==> config.mk <==
export PLATFORM = sky130hd
export DESIGN_NAME = ac97_rdmux
export DESIGN_NICKNAME = d
export VERILOG_FILES = /design/src/rtl/ac97_rd_pkg.sv /design/src/rtl/ac97_addr_decode.sv /design/src/rtl/ac97_pwr_hold.sv /design/src/rtl/ac97_rd_merge.sv /design/src/rtl/ac97_rdmux.sv
export SDC_FILE = /design/constraint.sdc
export NUM_CORES = 1
export LEC_CHECK = 0
export ABC_AREA = 1
export CAP_MARGIN = 5
export CORE_UTILIZATION = 29
export CTS_BUF_LIST = sky130_fd_sc_hd__clkbuf_4 sky130_fd_sc_hd__clkbuf_8
export DETAILED_ROUTE_END_ITERATION = 12
export GPL_TIMING_DRIVEN = 1
export PLACE_DENSITY_LB_ADDON = 0.25
export SYNTH_ARGS = -nofsm -noshare
export SYNTH_HDL_FRONTEND = slang
export SYNTH_HIERARCHICAL = 1
export SYNTH_SLANG_ARGS = --single-unit
==> constraint.sdc <==
create_clock -name clk -period 1.15 [get_ports clk]
set_clock_uncertainty 0.05 [all_clocks]
set_input_delay 0.23 -clock clk [delete_from_list [all_inputs] [get_ports clk]]
set_output_delay 0.23 -clock clk [all_outputs]
set_load 0.02 [all_outputs]
==> src/rtl/ac97_rd_pkg.sv <==
// Shared constants and the read-address decode helper for the readback
// multiplexer. Assumes 7-bit byte addresses of 16-bit registers.
package ac97_rd_pkg;
    localparam int ADDR_W  = 7;
    localparam int DATA_W  = 16;
    localparam int NREGS   = 1 << (ADDR_W - 1);

    localparam logic [ADDR_W-1:0] PWR_ADDR  = 7'h26;
    localparam logic [ADDR_W-1:0] IDA_ADDR  = 7'h28;
    localparam logic [ADDR_W-1:0] IDB_ADDR  = 7'h3C;

    localparam int PWR_BIT  = 12;
    localparam int SEL_BIT  = 14;
    localparam int ZERO_BIT = 15;

    typedef enum logic [1:0] {
        K_PLAIN = 2'd0,
        K_ID    = 2'd1,
        K_PWR   = 2'd2,
        K_NONE  = 2'd3
    } rd_kind_t;
endpackage

==> src/rtl/ac97_addr_decode.sv <==
// Sorts a read address into a kind: plain RAM word, ID register, power
// register or absent. Assumes IMPL_MASK bit i stands for address 2*i.
module ac97_addr_decode
    import ac97_rd_pkg::*;
#(
    parameter logic [NREGS-1:0] IMPL_MASK = 64'hC000_2000_FFFF_FFFF
) (
    input  logic [ADDR_W-1:0] addr,
    output rd_kind_t          kind
);
    // Classify the address combinationally.
    always_comb begin
        if (addr[0] || !IMPL_MASK[addr[ADDR_W-1:1]])
            kind = K_NONE;
        else if (addr == IDA_ADDR || addr == IDB_ADDR)
            kind = K_ID;
        else if (addr == PWR_ADDR)
            kind = K_PWR;
        else
            kind = K_PLAIN;
    end
endmodule

==> src/rtl/ac97_pwr_hold.sv <==
// Keeps the line-forcing power bit. Writes to the power register load it.
// A warm reset clears it and wins over a write in the same cycle.
module ac97_pwr_hold
    import ac97_rd_pkg::*;
(
    input  logic              clk,
    input  logic              rst_n,
    input  logic              wr_en,
    input  logic [ADDR_W-1:0] wr_addr,
    input  logic              wr_bit,
    input  logic              warm_rst,
    output logic              pwr_q
);
    logic hit;
    assign hit = wr_en && (wr_addr == PWR_ADDR);

    // Update the held bit. Reset and warm reset take priority.
    always_ff @(posedge clk) begin
        if (!rst_n)        pwr_q <= 1'b0;
        else if (warm_rst) pwr_q <= 1'b0;
        else if (hit)      pwr_q <= wr_bit;
    end

    a_r6_write_loads: assert property (@(posedge clk) disable iff (!rst_n)
        (wr_en && wr_addr == PWR_ADDR && !warm_rst) |=> (pwr_q == $past(wr_bit)));
    a_r7_warm_clears: assert property (@(posedge clk) disable iff (!rst_n)
        warm_rst |=> !pwr_q);
    a_r10_other_writes: assert property (@(posedge clk) disable iff (!rst_n)
        (!warm_rst && !(wr_en && wr_addr == PWR_ADDR)) |=> $stable(pwr_q));
endmodule

==> src/rtl/ac97_rd_merge.sv <==
// Merges the RAM word with the pin and power overrides and registers the
// result. Assumes sel_pin is already synchronous to clk.
module ac97_rd_merge
    import ac97_rd_pkg::*;
(
    input  logic              clk,
    input  logic              rst_n,
    input  logic              rd_en,
    input  rd_kind_t          kind,
    input  logic [DATA_W-1:0] ram_word,
    input  logic              sel_pin,
    input  logic              pwr_q,
    output logic [DATA_W-1:0] rd_q
);
    logic [DATA_W-1:0] merged;

    // Apply the per-kind overrides to the RAM word.
    always_comb begin
        merged = ram_word;
        unique case (kind)
            K_ID: begin
                merged[SEL_BIT]  = sel_pin;
                merged[ZERO_BIT] = 1'b0;
            end
            K_PWR:  merged[PWR_BIT] = pwr_q;
            K_NONE: merged = '0;
            default: ;
        endcase
    end

    // Register the read data when it is strobed.
    always_ff @(posedge clk) begin
        if (!rst_n)     rd_q <= '0;
        else if (rd_en) rd_q <= merged;
    end

    a_r9_hold: assert property (@(posedge clk) disable iff (!rst_n)
        !rd_en |=> $stable(rd_q));
    a_r3_absent_zero: assert property (@(posedge clk) disable iff (!rst_n)
        (rd_en && kind == K_NONE) |=> (rd_q == '0));
    a_r5_top_zero: assert property (@(posedge clk) disable iff (!rst_n)
        (rd_en && kind == K_ID) |=> !rd_q[ZERO_BIT]);
    a_r4_pin_bit: assert property (@(posedge clk) disable iff (!rst_n)
        (rd_en && kind == K_ID) |=> (rd_q[SEL_BIT] == $past(sel_pin)));
endmodule

==> src/rtl/ac97_rdmux.sv <==
// Top of the readback multiplexer. It decodes the read address, keeps the
// power bit and registers the merged read word. Assumes the RAM word at
// rd_addr is valid in the same cycle.
module ac97_rdmux
    import ac97_rd_pkg::*;
#(
    parameter logic [NREGS-1:0] IMPL_MASK = 64'hC000_2000_FFFF_FFFF
) (
    input  logic              clk,
    input  logic              rst_n,
    input  logic              rd_en,
    input  logic [ADDR_W-1:0] rd_addr,
    input  logic [DATA_W-1:0] ram_rdata,
    input  logic              sel_pin,
    input  logic              wr_en,
    input  logic [ADDR_W-1:0] wr_addr,
    input  logic [DATA_W-1:0] wr_data,
    input  logic              warm_rst,
    output logic [DATA_W-1:0] rd_data,
    output logic              lines_hold_low
);
    rd_kind_t kind;
    logic     pwr_q;
    logic     unused_wr_bits;

    assign unused_wr_bits = ^{wr_data[DATA_W-1:PWR_BIT+1], wr_data[PWR_BIT-1:0]};

    ac97_addr_decode #(.IMPL_MASK(IMPL_MASK)) u_dec (
        .addr (rd_addr),
        .kind (kind)
    );

    ac97_pwr_hold u_pwr (
        .clk      (clk),
        .rst_n    (rst_n),
        .wr_en    (wr_en),
        .wr_addr  (wr_addr),
        .wr_bit   (wr_data[PWR_BIT]),
        .warm_rst (warm_rst),
        .pwr_q    (pwr_q)
    );

    ac97_rd_merge u_mrg (
        .clk      (clk),
        .rst_n    (rst_n),
        .rd_en    (rd_en),
        .kind     (kind),
        .ram_word (ram_rdata),
        .sel_pin  (sel_pin),
        .pwr_q    (pwr_q),
        .rd_q     (rd_data)
    );

    assign lines_hold_low = pwr_q;

    a_r8_pwr_readback: assert property (@(posedge clk) disable iff (!rst_n)
        (rd_en && rd_addr == PWR_ADDR) |=> (rd_data[PWR_BIT] == $past(lines_hold_low)));
    a_r2_plain_word: assert property (@(posedge clk) disable iff (!rst_n)
        (rd_en && kind == K_PLAIN) |=> (rd_data == $past(ram_rdata)));
endmodule

==> flow_summary.json <==
{
  "routedLengthMet1_um": 975,
  "syn_nets": 167,
  "drv_cap": 0,
  "ys.flop_type": "dfxtp_1",
  "cts_sinks": 17,
  "rr_endpoint": "u_mrg/rd_q[12]",
  "utilization_pct": 62.9,
  "fmax_mhz": 858,
  "yosysWarnings": 6,
  "num_vias": 957,
  "regToRegSetupSlack_ps": 320,
  "outcome": "finished, violations left",
  "seqPwrFrac_pct": 46.0,
  "syn-mean-instance-area_um2": 6.77,
  "crit_type": "in2reg",
  "worstHoldPathType": "in2reg",
  "drtPass1Iterations": 4,
  "wl_per_cell_um": 12.3,
  "slew_violations": 0,
  "leakage_nw": 0.737,
  "finalInstanceArea_mm2": 0.00157,
  "ys_ff_latch": 17,
  "period_minus_slack_ps": 1160,
  "final_common_cell": "nand2_1",
  "fp.dieH_um": 53.8,
  "synth_area_um2": 778,
  "worst_slew_pin_slew_ps": 629,
  "die_w_um": 53.8,
  "required_ps": 1320,
  "vias_per_cell": 4.58,
  "setup_viol": 4,
  "syn_to_final_growth_pct": 102,
  "dpl_cell_area_mm2": 0.00144,
  "finalWirelength_mm": 2.57,
  "fin_ws_ps": -14.9,
  "drt_iter0_drc": 6,
  "final_cells": 209,
  "start_util_pct": 31.1,
  "io_pins": 69,
  "routabilityCongestion": 0.637,
  "yosysSeqAreaShare_pct": 43.7,
  "cts_tree": "done",
  "r2r_start": "u_pwr/pwr_q",
  "numCtsBuffers": 3,
  "grt_first_pass_wirelength_mm": 4.08,
  "clk_path_buf_depth": 2,
  "row_count": 18,
  "antenna_cells": 0,
  "antenna_found_initial": 0,
  "fin_crit_sh_pct": 101,
  "synth-async-reset-ratio_pct": 0,
  "slew_headroom_pct": 58.0,
  "drc_errors": 0,
  "met3WireLength_um": 146,
  "grt_overflow_total": 0,
  "nNetsFinal": 232,
  "synth_edf_count": 0,
  "dp.cells": 203,
  "track_usage_pct": 19.9,
  "htreeDepth": 1,
  "final_hold_viol_count": 0,
  "rsz0062_at_grt": "yes",
  "p_sw_share_pct": 28.9,
  "highest_layer": "met4",
  "hold_end": "u_mrg/rd_q[15]",
  "p_comb_share_pct": 31.0,
  "crit_path_start_kind": "input port",
  "hold_depth": 3,
  "clockPowerShare_pct": 23.0,
  "clk_latency_ps": 290,
  "ant_nets": 0,
  "dpl.hpwl_mm": 1.81,
  "drive_gt1_share_pct": 40.2,
  "coreArea_mm2": 0.00250,
  "nFillCells": 230,
  "grt_max_degree": 16,
  "min-delay-start": "rd_en",
  "p_int_mw": 0.964,
  "arrival_ps": 1330,
  "first_global_vias": 938,
  "layout_common_cells": "33 x nand2_1, 28 x clkdlybuf4s50_1, 18 x buf_2",
  "dr_wl_met2_mm": 1.43,
  "violations": "setup timing",
  "root_buffer": "clkbuf_4",
  "ys_types": 18,
  "cp-end-kind": "flop",
  "crit_path_max_fanout": 7,
  "design.die.area_mm2": 0.00289,
  "ff2ff_path_depth": 5,
  "clk_pin_slew_worst_paths_ps": 100,
  "syn_inst": 115,
  "switchingPower_mw": 0.392,
  "io_buffers": 53,
  "irDropWorstVdd_uv": 882,
  "power_density_mw_per_mm2": 862
}
[through the flow]
| stage | hold WS [ps] | setup WS (ps) | power, mW | TNS [ps] |
|---|---|---|---|---|
| finish | 250 | -14.9 | 1.36 | -27.7 |
| global route | 285 | -53.1 | 1.43 | -451 |
| CTS | 421 | -64.7 | 1.35 | -302 |
| detailed placement | 404 | -772 | 1.00 | -12430 |
| global placement | 400 | -688 | 0.992 | -11440 |
| floorplan | 320 | -54.0 | 0.777 | -358 |
[flip-flops by register name, indices dropped and copies added (netlist names)]
| register | cells |
|---|---|
| u_mrg/rd_q | 16 |
| u_pwr/pwr_q | 1 |
[power by group through the flow]
stage	clock network [mW]	registers [mW]	logic, mW
2_1_floorplan	0	0.667	0.110
3_3_place_gp	0	0.637	0.355
3_5_place_dp	0	0.638	0.363
4_1_cts	0.329	0.624	0.401
5_1_grt	0.351	0.627	0.450
6_report	0.312	0.624	0.420
[synthesized netlist by cell type, types with 2 or more instances]
| cell | n | area share (%) |
|---|---|---|
| nor2_1 | 6 | 2.9 |
| nand3_1 | 5 | 3.2 |
| dfxtp_1 | 17 | 44 |
| inv_1 | 13 | 6.3 |
| a21oi_1 | 17 | 11 |
| nand2_1 | 44 | 21 |
| nor2_2 | 2 | 1.6 |
[critical path, cell delays in order]
cell	delay, ps
buf_8	110
o21ai_4	140
nand2_2	80
nand2_4	90
nand3_4	80
a21oi_4	230
clkbuf_16	190
nand2_1	60
a21oi_1	120
[worst max-delay path by stage]
stage | start | endpoint | slack, ps | depth (start not counted)
floorplan | rd_addr[4] | u_mrg/rd_q[13] | -50 | 9
global placement | rd_addr[1] | u_mrg/rd_q[13] | -690 | 10
detailed placement | rd_addr[1] | u_mrg/rd_q[2] | -770 | 10
CTS | rd_addr[1] | u_mrg/rd_q[2] | -60 | 10
global route | rd_addr[5] | u_mrg/rd_q[12] | -50 | 9
finish | rd_addr[5] | u_mrg/rd_q[7] | -10 | 9
[kinds of logic (layout without fill, tap and decap cells)]
| kind of cell | count (synthesis) | in the layout | synth area share, % |
|---|---|---|---|
| simple gates | 59 | 59 | 30.4 |
| flops | 17 | 17 | 43.7 |
| compound gates | 21 | 21 | 15.4 |
| buf+inv | 17 | 81 | 9.32 |
| xor+xnor | 1 | 1 | 1.13 |
[timing repair]
| action | 4_1_cts | 5_1_grt |
|---|---|---|
| gates resized for setup | 127 | 20 |
| gates cloned | 1 | 0 |
| setup endpoints to repair | 33 | 15 |
| pin swaps | 15 | 16 |
| hold buffers | 0 | 0 |
| buffers inserted | 2 | 0 |
[metal layers]
| metal | track usage [%] | vias up |
|---|---|---|
| met2 | 38.1 | 27 |
| met4 | 4.82 | 0 |
| met1 | 20.5 | 441 |
| met5 | 0 | - |
| met3 | 6.21 | 2 |
| li1 | - | 487 |
[cell type report]
class	count	area (um^2)	share of cell area (%)
timing repair buffer	63	572	36.4
clock inverter	1	5.00	0.318
multi-input combinational	81	528	33.6
clock buffer	3	22.5	1.43
tap	30	37.5	2.39
inverter	14	67.6	4.30
sequential	17	340	21.6
Power figures use the tool's default switching activity.
